===== src/rtl/operand2_shifter.sv =====
module operand2_shifter (
  input  logic        imm_form,
  input  logic [11:0] op_field,
  input  logic [31:0] rm_val,
  input  logic [31:0] rs_val,
  input  logic        c_flag,
  output logic [31:0] operand_b,
  output logic        shift_carry
);
  localparam logic [1:0] SH_LL = 2'b00, SH_LR = 2'b01, SH_AR = 2'b10, SH_RR = 2'b11;

  wire unused_rs_hi = ^rs_val[31:8];

  logic [1:0]  kind;
  logic [7:0]  amt;
  logic        imm_zero;
  logic [5:0]  clamp33, clamp32, rot6;
  logic [32:0] ext;
  logic [31:0] imm_val;
  logic [5:0]  imm_rot;

  assign kind     = op_field[6:5];
  assign amt      = op_field[4] ? rs_val[7:0] : {3'b000, op_field[11:7]};
  assign imm_zero = !op_field[4] && (op_field[11:7] == 5'd0);
  assign clamp33  = (imm_zero || amt == 8'd32) ? 6'd32 : (amt > 8'd32) ? 6'd33 : amt[5:0];
  assign clamp32  = (imm_zero || amt >= 8'd32) ? 6'd32 : amt[5:0];
  assign rot6     = {1'b0, amt[4:0]};
  assign imm_val  = {24'd0, op_field[7:0]};
  assign imm_rot  = {1'b0, op_field[11:8], 1'b0};

  always_comb begin
    ext         = 33'd0;
    operand_b   = rm_val;
    shift_carry = c_flag;
    if (imm_form) begin
      operand_b   = (imm_val >> imm_rot) | (imm_val << (6'd32 - imm_rot));
      shift_carry = (imm_rot == 6'd0) ? c_flag : operand_b[31];
    end else if (amt == 8'd0 && !imm_zero) begin
      operand_b   = rm_val;
      shift_carry = c_flag;
    end else begin
      unique case (kind)
        SH_LL: begin
          if (!imm_zero) begin
            ext         = {1'b0, rm_val} << clamp33;
            operand_b   = ext[31:0];
            shift_carry = ext[32];
          end
        end
        SH_LR: begin
          ext         = {rm_val, 1'b0} >> clamp33;
          operand_b   = ext[32:1];
          shift_carry = ext[0];
        end
        SH_AR: begin
          ext         = $signed({rm_val, 1'b0}) >>> clamp32;
          operand_b   = ext[32:1];
          shift_carry = ext[0];
        end
        SH_RR: begin
          if (imm_zero) begin
            operand_b   = {c_flag, rm_val[31:1]};
            shift_carry = rm_val[0];
          end else begin
            operand_b   = (rm_val >> rot6) | (rm_val << (6'd32 - rot6));
            shift_carry = operand_b[31];
          end
        end
        default: ;
      endcase
    end
  end
endmodule



===== config.mk =====
export PLATFORM = sky130hd
export DESIGN_NAME = operand2_shifter
export DESIGN_NICKNAME = d
export VERILOG_FILES = /design/src/rtl/operand2_shifter.sv
export SDC_FILE = /design/constraint.sdc
export NUM_CORES = 1
export LEC_CHECK = 0
export ABC_AREA = 1
export BUFFER_PORTS_ARGS = -buffer_cell sky130_fd_sc_hd__buf_2
export CORE_MARGIN = 2
export CORE_UTILIZATION = 30
export DETAILED_ROUTE_END_ITERATION = 6
export GPL_TIMING_DRIVEN = 0
export SLEW_MARGIN = 20
export SYNTH_ARGS = -nofsm -noshare
export SYNTH_HDL_FRONTEND = slang
export SYNTH_SLANG_ARGS = --single-unit

===== constraint.sdc =====
create_clock -name vclk -period 9
set_input_delay 1.35 -clock vclk [all_inputs]
set_output_delay 1.35 -clock vclk [all_outputs]
set_load 0.01 [all_outputs]

==> flow_summary.json <==
{
  "final_common_cell": "nand2_1",
  "rsz0062_at_grt": "false",
  "fin_crit_ps": 7420,
  "num_vias": 19200,
  "drc": 78,
  "place_ws_ps": 2120,
  "synth_xor_area_frac": 0.00234,
  "cp.arrival_ps": 6070,
  "multi_input_area_um2": 9470,
  "crit_chain": "buf_2 > buf_6 > nand2_1 > nand2_1 > buf_4 > buf_4 > ha_1 > nand3_2 > nor2_4 > xor2_2 > clkbuf_1 > nand3_1 > o21ai_0 > nand3_1 > nand2_1 > nor2_1 > nor2_1 > nand3_1 > nand2_1 > nand2_1 > buf_2",
  "place.gp.congestion": 1.13,
  "die_h_um": 193,
  "tightest_slew_ps": 1230,
  "area_growth_pct": 9.40,
  "final_hold_viol_count": 0,
  "drive_gt1_frac": 0.0857,
  "drtIter0Drc": 4002,
  "synthSimpleGateAreaFrac": 0.750,
  "setup_viol": 0,
  "num-fill-cells": 4488,
  "numPortBuffers": 85,
  "slew_violations": 0,
  "hold_buffers": 0,
  "startpoint_type": "input port",
  "viasPerCell": 6.59,
  "worstSetupPathType": "input port to output port",
  "synth_top_family_by_area": "simple AND/OR/NAND/NOR gates",
  "muxShareOfSynthArea": 0,
  "ant_nets": 0,
  "ys_seq_area_frac": 0,
  "min_path_type": "input port to output port",
  "synth_fp_nets": 2445,
  "register_area_um2": 0,
  "drt-total-wl_mm": 97.6,
  "startpoint": "op_field[4]",
  "violations": "design-rule violations",
  "slew_headroom": 0.174,
  "synth_fa_ha_area_frac": 0.00234,
  "die_w_um": 193,
  "setup-tns-final_ps": 0,
  "fmaxAchievable_mhz": 135,
  "wl_per_cell_um": 33.5,
  "ctsResizeCount": 0,
  "ys_types": 45,
  "critPathCaptureType": "output port",
  "status": "finished with violations",
  "mostFrequentLayoutCells": "nand2_1, nand3_1, buf_2",
  "cp_common_cell": "nand2_1",
  "dieArea_um2": 37200,
  "rows": 69,
  "seq_cells": 0,
  "core_area_um2": 35400,
  "drtPass1Iterations": 7,
  "path_max_fanout": 10,
  "syn_area_per_cell_um2": 4.53,
  "grt_pass1_vias": 17600,
  "start_util": 0.303,
  "synth_compound_area_frac": 0.130,
  "hp-start": "op_field[9]",
  "ys_warn_count": 0,
  "worstPathRequired_ps": 7650,
  "critPathTopFamily": "simple AND/OR/NAND/NOR gates",
  "ios": 111,
  "cpPeakStageDelay_ps": 670,
  "grt_overflow_total": 0,
  "cp_slowest_cell": "clkbuf_1",
  "period_share": 0.824,
  "setup_slack_ps": 1580,
  "grt_pass1_wl_mm": 134,
  "grtUsageTotal": 0.514,
  "antenna_found_initial": 8,
  "grt_max_degree": 11,
  "n_clock_buffer": 0,
  "dp_hpwl_mm": 77.9,
  "synth_cells": 2365,
  "cts_setup_buffers": 0,
  "fin_util": 0.331,
  "fin_nets": 2532,
  "max_cap_viol_count": 0,
  "netlist_area_um2": 10700,
  "path_buf_inv": 6
}
## metrics by stage
stage          std cells  area [µm²]  hold WS, ps
2_1_floorplan       2365       10700         2900
3_3_place_gp        2911       11700         3170
3_5_place_dp        2911       11700         3160
4_1_cts             2911       11700         3170
5_1_grt             2912       11700         3200
6_report            2913       11700         3170
## area by class of cell
type,count,share of cell area
multi-input combinational,2082,0.808
timing repair buffer,85,0.0363
buffer,172,0.0699
tap,461,0.0492
antenna,2,0.000427
inverter,111,0.0360
## cell families after synthesis
family / count (synthesis)
and+or+nand+nor: 1827
buffers and inverters: 283
AOI/OAI and AO/OA: 251
xor gates and xnor gates: 2
adders and majority gates: 2
## synthesized netlist by cell type (2+ instances only)
cell type | count | share of area
nor2_1 | 122 | 0.043
a22oi_1 | 2 | 0.0014
inv_4 | 2 | 0.0012
buf_1 | 30 | 0.011
a31oi_1 | 9 | 0.0053
o22ai_1 | 5 | 0.0029
clkinv_1 | 4 | 0.0014
nand3_2 | 4 | 0.0037
o21ai_0 | 72 | 0.034
clkbuf_1 | 62 | 0.022
o31ai_1 | 2 | 0.0014
ha_1 | 2 | 0.0023
buf_6 | 5 | 0.0053
and2_1 | 5 | 0.0029
nand3_1 | 727 | 0.34
buf_4 | 17 | 0.012
o21ai_2 | 3 | 0.0025
o211ai_1 | 23 | 0.016
a21oi_1 | 92 | 0.043
nor2_4 | 5 | 0.0053
nor2_2 | 4 | 0.0023
nand3b_1 | 2 | 0.0014
o21ai_1 | 34 | 0.016
nand2_2 | 6 | 0.0035
nand2_1 | 895 | 0.31
inv_1 | 90 | 0.032
nor3_1 | 5 | 0.0023
inv_2 | 15 | 0.0053
buf_2 | 57 | 0.027
a32oi_1 | 2 | 0.0016
nand4_1 | 48 | 0.028
## final timing paths
path,slack (ps),end,cells after the start
setup / recovery,1580,operand_b[19],21
hold / removal,3170,operand_b[0],5
## layer usage
layer | vias to the layer above | track usage | routed length, µm
met5 | - | 0.00663 | 28
met4 | 6 | 0.327 | 8330
met3 | 459 | 0.260 | 16400
met2 | 1747 | 0.668 | 35200
met1 | 8784 | 0.657 | 37700
li1 | 8197 | - | -
